File: src/rtl/cfg_guard_pkg.sv
package cfg_guard_pkg;

    typedef enum logic [2:0] {
        CMD_NONE  = 3'd0,
        CMD_PROG  = 3'd1,
        CMD_READ  = 3'd2,
        CMD_SIGW  = 3'd3,
        CMD_SIGR  = 3'd4,
        CMD_LOCK  = 3'd5,
        CMD_ERASE = 3'd6,
        CMD_RSVD  = 3'd7
    } cmd_e;

    typedef enum logic [1:0] {
        MOP_WRITE = 2'd0,
        MOP_READ  = 2'd1,
        MOP_ERASE = 2'd2,
        MOP_IDLE  = 2'd3
    } mop_e;

    typedef enum logic [1:0] {
        VERD_REFUSE = 2'd0,
        VERD_LOCAL  = 2'd1,
        VERD_MEM    = 2'd2
    } verdict_e;

    typedef enum logic {
        ST_IDLE = 1'b0,
        ST_MEM  = 1'b1
    } seq_st_e;

    typedef struct packed {
        verdict_e verdict;
        mop_e     mop;
        logic     set_lock;
        logic     sig_wr;
        logic     sig_rd;
    } decision_t;

    // Commands that touch protected content and therefore need the lock clear.
    function automatic logic guarded(cmd_e c);
        return (c == CMD_PROG) || (c == CMD_READ) ||
               (c == CMD_SIGW) || (c == CMD_SIGR);
    endfunction

    function automatic mop_e store_op(cmd_e c);
        case (c)
            CMD_PROG:  return MOP_WRITE;
            CMD_READ:  return MOP_READ;
            CMD_ERASE: return MOP_ERASE;
            default:   return MOP_IDLE;
        endcase
    endfunction

endpackage

File: src/rtl/cfg_guard_policy.sv
module cfg_guard_policy
    import cfg_guard_pkg::*;
(
    input  logic [2:0] cmd_op,
    input  logic       locked,
    output decision_t  dec
);
    cmd_e c;
    assign c = cmd_e'(cmd_op);

    always_comb begin
        dec = '{verdict: VERD_REFUSE, mop: MOP_IDLE,
                set_lock: 1'b0, sig_wr: 1'b0, sig_rd: 1'b0};
        if (!(guarded(c) && locked)) begin
            case (c)
                CMD_PROG, CMD_READ, CMD_ERASE: begin
                    dec.verdict = VERD_MEM;
                    dec.mop     = store_op(c);
                end
                CMD_SIGW: begin
                    dec.verdict = VERD_LOCAL;
                    dec.sig_wr  = 1'b1;
                end
                CMD_SIGR: begin
                    dec.verdict = VERD_LOCAL;
                    dec.sig_rd  = 1'b1;
                end
                CMD_LOCK: begin
                    dec.verdict  = VERD_LOCAL;
                    dec.set_lock = 1'b1;
                end
                default: dec.verdict = VERD_REFUSE;
            endcase
        end
    end
endmodule

File: src/rtl/cfg_guard_secstore.sv
module cfg_guard_secstore #(
    parameter int SW = 64
) (
    input  logic          clk,
    input  logic          rst,
    input  logic          lock_set,
    input  logic          wipe,
    input  logic          sig_we,
    input  logic [SW-1:0] sig_wdata,
    input  logic          sig_rd,
    output logic          locked,
    output logic [SW-1:0] sig_rdata
);
    // Non-volatile state: power-up value is the erased state, reset does not touch it.
    logic          lock_q = 1'b0;
    logic [SW-1:0] sig_q  = '0;
    logic [SW-1:0] sig_out_q;

    always_ff @(posedge clk) begin
        if (wipe) begin
            lock_q <= 1'b0;
            sig_q  <= '0;
        end else begin
            if (lock_set) lock_q <= 1'b1;
            if (sig_we)   sig_q  <= sig_wdata;
        end
    end

    always_ff @(posedge clk) begin
        if (rst) sig_out_q <= '0;
        else     sig_out_q <= sig_rd ? sig_q : '0;
    end

    assign locked    = lock_q;
    assign sig_rdata = sig_out_q;

    AST_LOCK_STICKY: assert property (@(posedge clk) disable iff (rst)
        (lock_q && !wipe) |=> lock_q);
    AST_WIPE_CLEARS: assert property (@(posedge clk) disable iff (rst)
        wipe |=> (!lock_q && sig_q == '0));
    AST_SIG_HIDDEN: assert property (@(posedge clk) disable iff (rst)
        (sig_out_q != '0) |-> !lock_q);
endmodule

File: src/rtl/cfg_guard_seq.sv
module cfg_guard_seq
    import cfg_guard_pkg::*;
#(
    parameter int AW = 4,
    parameter int DW = 16
) (
    input  logic          clk,
    input  logic          rst,
    input  logic          cmd_valid,
    input  logic [2:0]    cmd_op,
    input  logic [AW-1:0] cmd_addr,
    input  logic [DW-1:0] cmd_wdata,
    input  logic          cmd_last,
    input  logic          cmd_secure,
    input  decision_t     dec,
    output logic          busy,
    output logic          err,
    output logic          done,
    output logic [DW-1:0] rsp_rdata,
    output logic          acc_local,
    output logic          fin_lock,
    output logic          fin_wipe,
    output logic          mem_req,
    output logic [1:0]    mem_op,
    output logic [AW-1:0] mem_addr,
    output logic [DW-1:0] mem_wdata,
    input  logic          mem_ack,
    input  logic [DW-1:0] mem_rdata
);
    seq_st_e       st_q;
    logic          busy_q, err_q, done_q, req_q, seal_q;
    mop_e          mop_q;
    logic [AW-1:0] addr_q;
    logic [DW-1:0] wdata_q, rdata_q;
    logic          accept, ack_now;

    assign accept    = !rst && cmd_valid && !busy_q && (st_q == ST_IDLE);
    assign ack_now   = !rst && (st_q == ST_MEM) && mem_ack;
    assign acc_local = accept && (dec.verdict == VERD_LOCAL);
    assign fin_lock  = ack_now && seal_q;
    assign fin_wipe  = ack_now && (mop_q == MOP_ERASE);

    always_ff @(posedge clk) begin
        if (rst) begin
            st_q    <= ST_IDLE;
            busy_q  <= 1'b0;
            err_q   <= 1'b0;
            done_q  <= 1'b0;
            req_q   <= 1'b0;
            seal_q  <= 1'b0;
            mop_q   <= MOP_IDLE;
            addr_q  <= '0;
            wdata_q <= '0;
            rdata_q <= '0;
        end else begin
            err_q   <= 1'b0;
            done_q  <= 1'b0;
            rdata_q <= '0;
            case (st_q)
                ST_IDLE: begin
                    if (busy_q) begin
                        busy_q <= 1'b0;
                    end else if (cmd_valid) begin
                        busy_q <= 1'b1;
                        case (dec.verdict)
                            VERD_LOCAL: done_q <= 1'b1;
                            VERD_MEM: begin
                                st_q    <= ST_MEM;
                                req_q   <= 1'b1;
                                mop_q   <= dec.mop;
                                addr_q  <= cmd_addr;
                                wdata_q <= cmd_wdata;
                                seal_q  <= (cmd_e'(cmd_op) == CMD_PROG) &&
                                           cmd_secure && cmd_last;
                            end
                            default: err_q <= 1'b1;
                        endcase
                    end
                end
                ST_MEM: begin
                    if (mem_ack) begin
                        st_q   <= ST_IDLE;
                        req_q  <= 1'b0;
                        busy_q <= 1'b0;
                        done_q <= 1'b1;
                        seal_q <= 1'b0;
                        mop_q  <= MOP_IDLE;
                        if (mop_q == MOP_READ) rdata_q <= mem_rdata;
                    end
                end
                default: st_q <= ST_IDLE;
            endcase
        end
    end

    assign busy      = busy_q;
    assign err       = err_q;
    assign done      = done_q;
    assign rsp_rdata = rdata_q;
    assign mem_req   = req_q;
    assign mem_op    = mop_q;
    assign mem_addr  = addr_q;
    assign mem_wdata = wdata_q;

    AST_ERR_NO_REQ: assert property (@(posedge clk) disable iff (rst)
        err_q |-> !req_q);
    AST_ERR_ONE_CYCLE: assert property (@(posedge clk) disable iff (rst)
        err_q |=> !err_q);
    AST_REQ_HOLD: assert property (@(posedge clk) disable iff (rst)
        (req_q && !mem_ack) |=> (req_q && $stable(addr_q) && $stable(mop_q) && $stable(wdata_q)));
    AST_REQ_BUSY: assert property (@(posedge clk) disable iff (rst)
        req_q |-> busy_q);
    AST_ACK_RELEASE: assert property (@(posedge clk) disable iff (rst)
        (req_q && mem_ack) |=> (!req_q && !busy_q && done_q));
    AST_ERR_DONE_EXCL: assert property (@(posedge clk) disable iff (rst)
        !(err_q && done_q));
endmodule

File: src/rtl/cfg_guard.sv
module cfg_guard
    import cfg_guard_pkg::*;
#(
    parameter int AW = 4,
    parameter int DW = 16,
    parameter int SW = 64
) (
    input  logic          clk,
    input  logic          rst,
    input  logic          cmd_valid,
    input  logic [2:0]    cmd_op,
    input  logic [AW-1:0] cmd_addr,
    input  logic [DW-1:0] cmd_wdata,
    input  logic          cmd_last,
    input  logic          cmd_secure,
    input  logic [SW-1:0] sig_wdata,
    output logic          busy,
    output logic          err,
    output logic          done,
    output logic [DW-1:0] rsp_rdata,
    output logic [SW-1:0] sig_rdata,
    output logic          locked,
    output logic          mem_req,
    output logic [1:0]    mem_op,
    output logic [AW-1:0] mem_addr,
    output logic [DW-1:0] mem_wdata,
    input  logic          mem_ack,
    input  logic [DW-1:0] mem_rdata
);
    decision_t dec;
    logic      acc_local, fin_lock, fin_wipe;
    logic      lock_set, sig_we, sig_rd;

    cfg_guard_policy u_policy (
        .cmd_op (cmd_op),
        .locked (locked),
        .dec    (dec)
    );

    cfg_guard_seq #(.AW(AW), .DW(DW)) u_seq (
        .clk        (clk),
        .rst        (rst),
        .cmd_valid  (cmd_valid),
        .cmd_op     (cmd_op),
        .cmd_addr   (cmd_addr),
        .cmd_wdata  (cmd_wdata),
        .cmd_last   (cmd_last),
        .cmd_secure (cmd_secure),
        .dec        (dec),
        .busy       (busy),
        .err        (err),
        .done       (done),
        .rsp_rdata  (rsp_rdata),
        .acc_local  (acc_local),
        .fin_lock   (fin_lock),
        .fin_wipe   (fin_wipe),
        .mem_req    (mem_req),
        .mem_op     (mem_op),
        .mem_addr   (mem_addr),
        .mem_wdata  (mem_wdata),
        .mem_ack    (mem_ack),
        .mem_rdata  (mem_rdata)
    );

    assign lock_set = (acc_local && dec.set_lock) || fin_lock;
    assign sig_we   = acc_local && dec.sig_wr;
    assign sig_rd   = acc_local && dec.sig_rd;

    cfg_guard_secstore #(.SW(SW)) u_sec (
        .clk       (clk),
        .rst       (rst),
        .lock_set  (lock_set),
        .wipe      (fin_wipe),
        .sig_we    (sig_we),
        .sig_wdata (sig_wdata),
        .sig_rd    (sig_rd),
        .locked    (locked),
        .sig_rdata (sig_rdata)
    );

    AST_NO_ACCESS_LOCKED: assert property (@(posedge clk) disable iff (rst)
        (mem_req && mem_op != MOP_ERASE) |-> !locked);
    AST_LOCK_NO_STORE: assert property (@(posedge clk) disable iff (rst)
        (cmd_valid && !busy && cmd_op == CMD_LOCK) |=> (locked && !mem_req));
endmodule

File: config.mk
export PLATFORM = sky130hd
export DESIGN_NAME = cfg_guard
export DESIGN_NICKNAME = d
export VERILOG_FILES = /design/src/rtl/cfg_guard_pkg.sv /design/src/rtl/cfg_guard_policy.sv /design/src/rtl/cfg_guard_secstore.sv /design/src/rtl/cfg_guard_seq.sv /design/src/rtl/cfg_guard.sv
export SDC_FILE = /design/constraint.sdc
export NUM_CORES = 1
export LEC_CHECK = 0
export ABC_AREA = 0
export BUFFER_PORTS_ARGS = -buffer_cell sky130_fd_sc_hd__buf_2
export CAP_MARGIN = 15
export CELL_PAD_IN_SITES_DETAIL_PLACEMENT = 1
export CELL_PAD_IN_SITES_GLOBAL_PLACEMENT = 1
export CORE_MARGIN = 3
export CORE_UTILIZATION = 36
export CTS_CLUSTER_SIZE = 14
export DETAILED_ROUTE_END_ITERATION = 6
export GPL_TIMING_DRIVEN = 0
export MAX_ROUTING_LAYER = met4
export PLACE_DENSITY_LB_ADDON = 0.08
export SYNTH_ARGS = -nofsm -noshare
export SYNTH_HDL_FRONTEND = slang
export SYNTH_HIERARCHICAL = 1
export SYNTH_SLANG_ARGS = --single-unit
File: constraint.sdc
create_clock -name clk -period 2.2 [get_ports clk]
set_clock_uncertainty 0.05 [all_clocks]
set_input_delay 0.33 -clock clk [delete_from_list [all_inputs] [get_ports clk]]
set_output_delay 0.33 -clock clk [all_outputs]
set_load 0.02 [all_outputs]
==> impl_metrics.ini <==
[logic_synthesis]
synth.area.mux_share_pct = 11.3
syn_area_sq_um = 5690
synthSimpleGateAreaFrac_pct = 20.1
synth_top_family_by_area = simple AND/OR/NAND/NOR gates
synthTopCellsByArea = dfxtp_1, mux2i_1, and2_1, nor2_1, nand2_1
ys_types = 36
ys_seq_area_share_pct = 60.9
yosys_warnings = 6
syn_inst = 524
yosysTopAreaCell = dfxtp_1
synth_xor_area_share_pct = 0
netlist.area_leader.share_pct = 60.9
avgSynthCellArea_sq_um = 10.9
synth_compound_area_share_pct = 3.41
synthAdderAreaFrac_pct = 0.440
synthesis.nets = 635
synth-seq-cells = 173

[setup_path]
critPathLaunchType = flop
critPathMaxStageDelay_ps = 370
crit_chain = nor4b_4, a21o_1, inv_1, ha_1, and2_4, and2_2, nor2b_1, buf_4, clkbuf_4, and2_1
critPathRequiredTime_ps = 2470
endpoint_kind = flop
slowest_stage = dfxtp_4
worstPathArrival_ps = 2340
worstSetupPathType = flop to flop
critPathTopFamily = simple AND/OR/NAND/NOR gates
cp_num_buf_inv = 3
cp_max_fo = 10

[clock_tree]
clk_latency_ps = 420
cts_root_buffer = clkbuf_16
htreeDepth = 4
cts_made_buffers = 17
cts_tree = built
clockBufferDepth = 2
clock_sinks = 173
clkTransAtPathRegs_ps = 70

[cells_and_area]
nets = 870
n_fill_cell = 1780
stdcell_count = 983
area_delta_synth_final_pct = 34.2
antenna_cells = 0
fin_util_pct = 49.8
drive_gt1_share_pct = 37.0

[drt]
ant_nets = 0
wirelength_um = 13800
dr.pass1.iters = 4
route.detailed.drc = 0
drt_iter0_drc = 116
via_count = 4320
wl_per_cell_um = 14.0
vias_per_cell = 4.39

[power]
vdd_ir_drop_max_mv = 0.536
power_mw = 6.68
p_leak_nw = 3.60
power_density_nw_per_um2 = 876

[die]
io_pins = 216
die_area_sq_um = 17300
core_area_sq_um = 15300
die_w_um = 132
die_h_um = 132
rows = 45
initial_core_util_pct = 37.1

[global_route]
grt_overflow = 0
grt_max_degree = 17
grt_pass1_vias = 4555
track_usage_pct = 16.4
grt_pass1_wl_um = 22100
antenna_found_initial = 0

[outcome]
status = finished clean

[place]
place_inst = 950
dp_hpwl_um = 10200
place_congestion = 0.749
port_buffers = 215

[sta]
timing.final.max_slew_violations = 0
finalCritPeriodShare_pct = 94.2
hold_viol_final = 0
finalCriticalPeriod_ps = 2070
timing.fmax_ghz = 0.483
setup_violations = 0
worst_slew_pin_slew_ps = 469
relSlewSlack_pct = 68.7
rsz0062_at_grt = no

[worst_hold_path]
hold_path.class = input port to flop

[run]
cap_violations = 0
what timing repair did:
action	in CTS	in global routing
cloned	0	0
buffers inserted	0	1
endpoints found under the setup margin	74	140
hold buffers	0	0
resized for setup	3	16
worst reg2reg max path, delay by kind of cell, from the launching register on:
family	cells	cell delay [ps]
AOI/OAI and AO/OA	1	130
adders and majority gates	1	170
buffers and inverters	3	410
DFF	1	370
and+or+nand+nor	5	850
cells by family after synthesis:
family / count (synthesis)
mux: 64
simple gates: 218
compound gates: 34
fa+ha+maj: 2
flops: 173
buf+inv: 33
cell usage after synthesis:
| library cell | count |
|---|---|
| a211oi_1 | 2 |
| clkbuf_2 | 6 |
| and2_2 | 3 |
| a32o_2 | 1 |
| a21o_1 | 2 |
| and4bb_2 | 1 |
| nand2_1 | 41 |
| o21bai_1 | 3 |
| ha_1 | 2 |
| a21oi_1 | 25 |
| nor4b_2 | 1 |
| buf_6 | 1 |
| dfxtp_1 | 173 |
| nand3b_1 | 1 |
| nand2b_1 | 3 |
| buf_8 | 6 |
| nor2_1 | 70 |
| nor3b_1 | 1 |
| nand4bb_1 | 1 |
| nor4b_1 | 2 |
| o21ai_1 | 1 |
| buf_2 | 9 |
| nor3_1 | 1 |
| inv_1 | 2 |
| nor3b_2 | 1 |
| and3_2 | 1 |
| or4_1 | 1 |
| buf_4 | 1 |
| clkbuf_1 | 8 |
| nand3_1 | 1 |
| nand4b_1 | 1 |
| mux2i_1 | 64 |
| nor2b_1 | 4 |
| nor4b_4 | 1 |
| nand2_2 | 1 |
| and2_1 | 82 |
area by class of cell:
type | count | area, sq um | area share, %
Buffer | 31 | 223 | 2.92
Clock buffer | 20 | 457 | 5.98
Clock inverter | 12 | 110 | 1.44
Inverter | 2 | 7.51 | 0.0984
Multi-Input combinational cell | 318 | 2020 | 26.5
Sequential cell | 173 | 3470 | 45.4
Tap cell | 211 | 264 | 3.46
Timing Repair Buffer | 216 | 1080 | 14.2
where the power goes:
part / internal, mW / switching (mW) / leakage [nW]
combinational: 0.202 / 0.209 / 1.92
sequential: 3.32 / 0.0870 / 1.41
clock: 1.63 / 1.24 / 0.275
routing by layer:
metal,part of all wire (%),wire length (um),up-vias,global-route usage (%)
met5,0,0,-,-
met4,1.7,233,0,6.88
met3,6.9,953,19,5.28
met2,48,6610,147,26.4
met1,43,5970,1991,18.9
li1,-,-,2163,-
worst paths after layout:
| check | from | endpoint | slack, ps | cells after the start |
|---|---|---|---|---|
| worst max-delay path | u_sec/locked | u_sec/sig_rdata[54] | 130 | 10 |
| worst max register to register | u_sec/locked | u_sec/sig_rdata[54] | 130 | 10 |
| worst min register to register | u_sec/sig_q[27] | u_sec/sig_rdata[27] | 400 | 1 |
| worst min-delay path | mem_rdata[2] | u_seq/rsp_rdata[2] | 50 | 2 |
per-stage QoR:
step           TNS [ps]  hold slack [ps]  setup WS, ps  cell area [sq um]
6_report              0             53.1           128               7630
5_1_grt               0             35.9          1.33               7630
4_1_cts               0             30.5         0.445               7610
3_5_place_dp     -12740              394          -167               7030
3_3_place_gp      -7130              383          -118               7030
2_1_floorplan         0              379           101               5690
cells in the final DEF (no fill, tap or decap), types with 4 or more instances in the layout:
| cell | count |
|---|---|
| nor2_1 | 70 |
| a21oi_1 | 25 |
| clkinv_2 | 4 |
| clkbuf_1 | 6 |
| clkbuf_16 | 17 |
| mux2i_1 | 64 |
| buf_8 | 6 |
| nand2_1 | 41 |
| and2_1 | 81 |
| dfxtp_1 | 172 |
| buf_2 | 228 |
| nor2b_1 | 4 |
registers in the layout, indices dropped and copies added, names as in the netlist:
signal           flops
u_sec/locked         1
u_sec/sig_q         64
u_sec/sig_rdata     64
u_seq/busy           1
u_seq/done           1
u_seq/err            1
u_seq/mem_addr       4
u_seq/mem_op         2
u_seq/mem_req        1
u_seq/mem_wdata     16
u_seq/rsp_rdata     16
u_seq/seal_q         1
u_seq/st_q           1
Power figures use the tool's default switching activity.
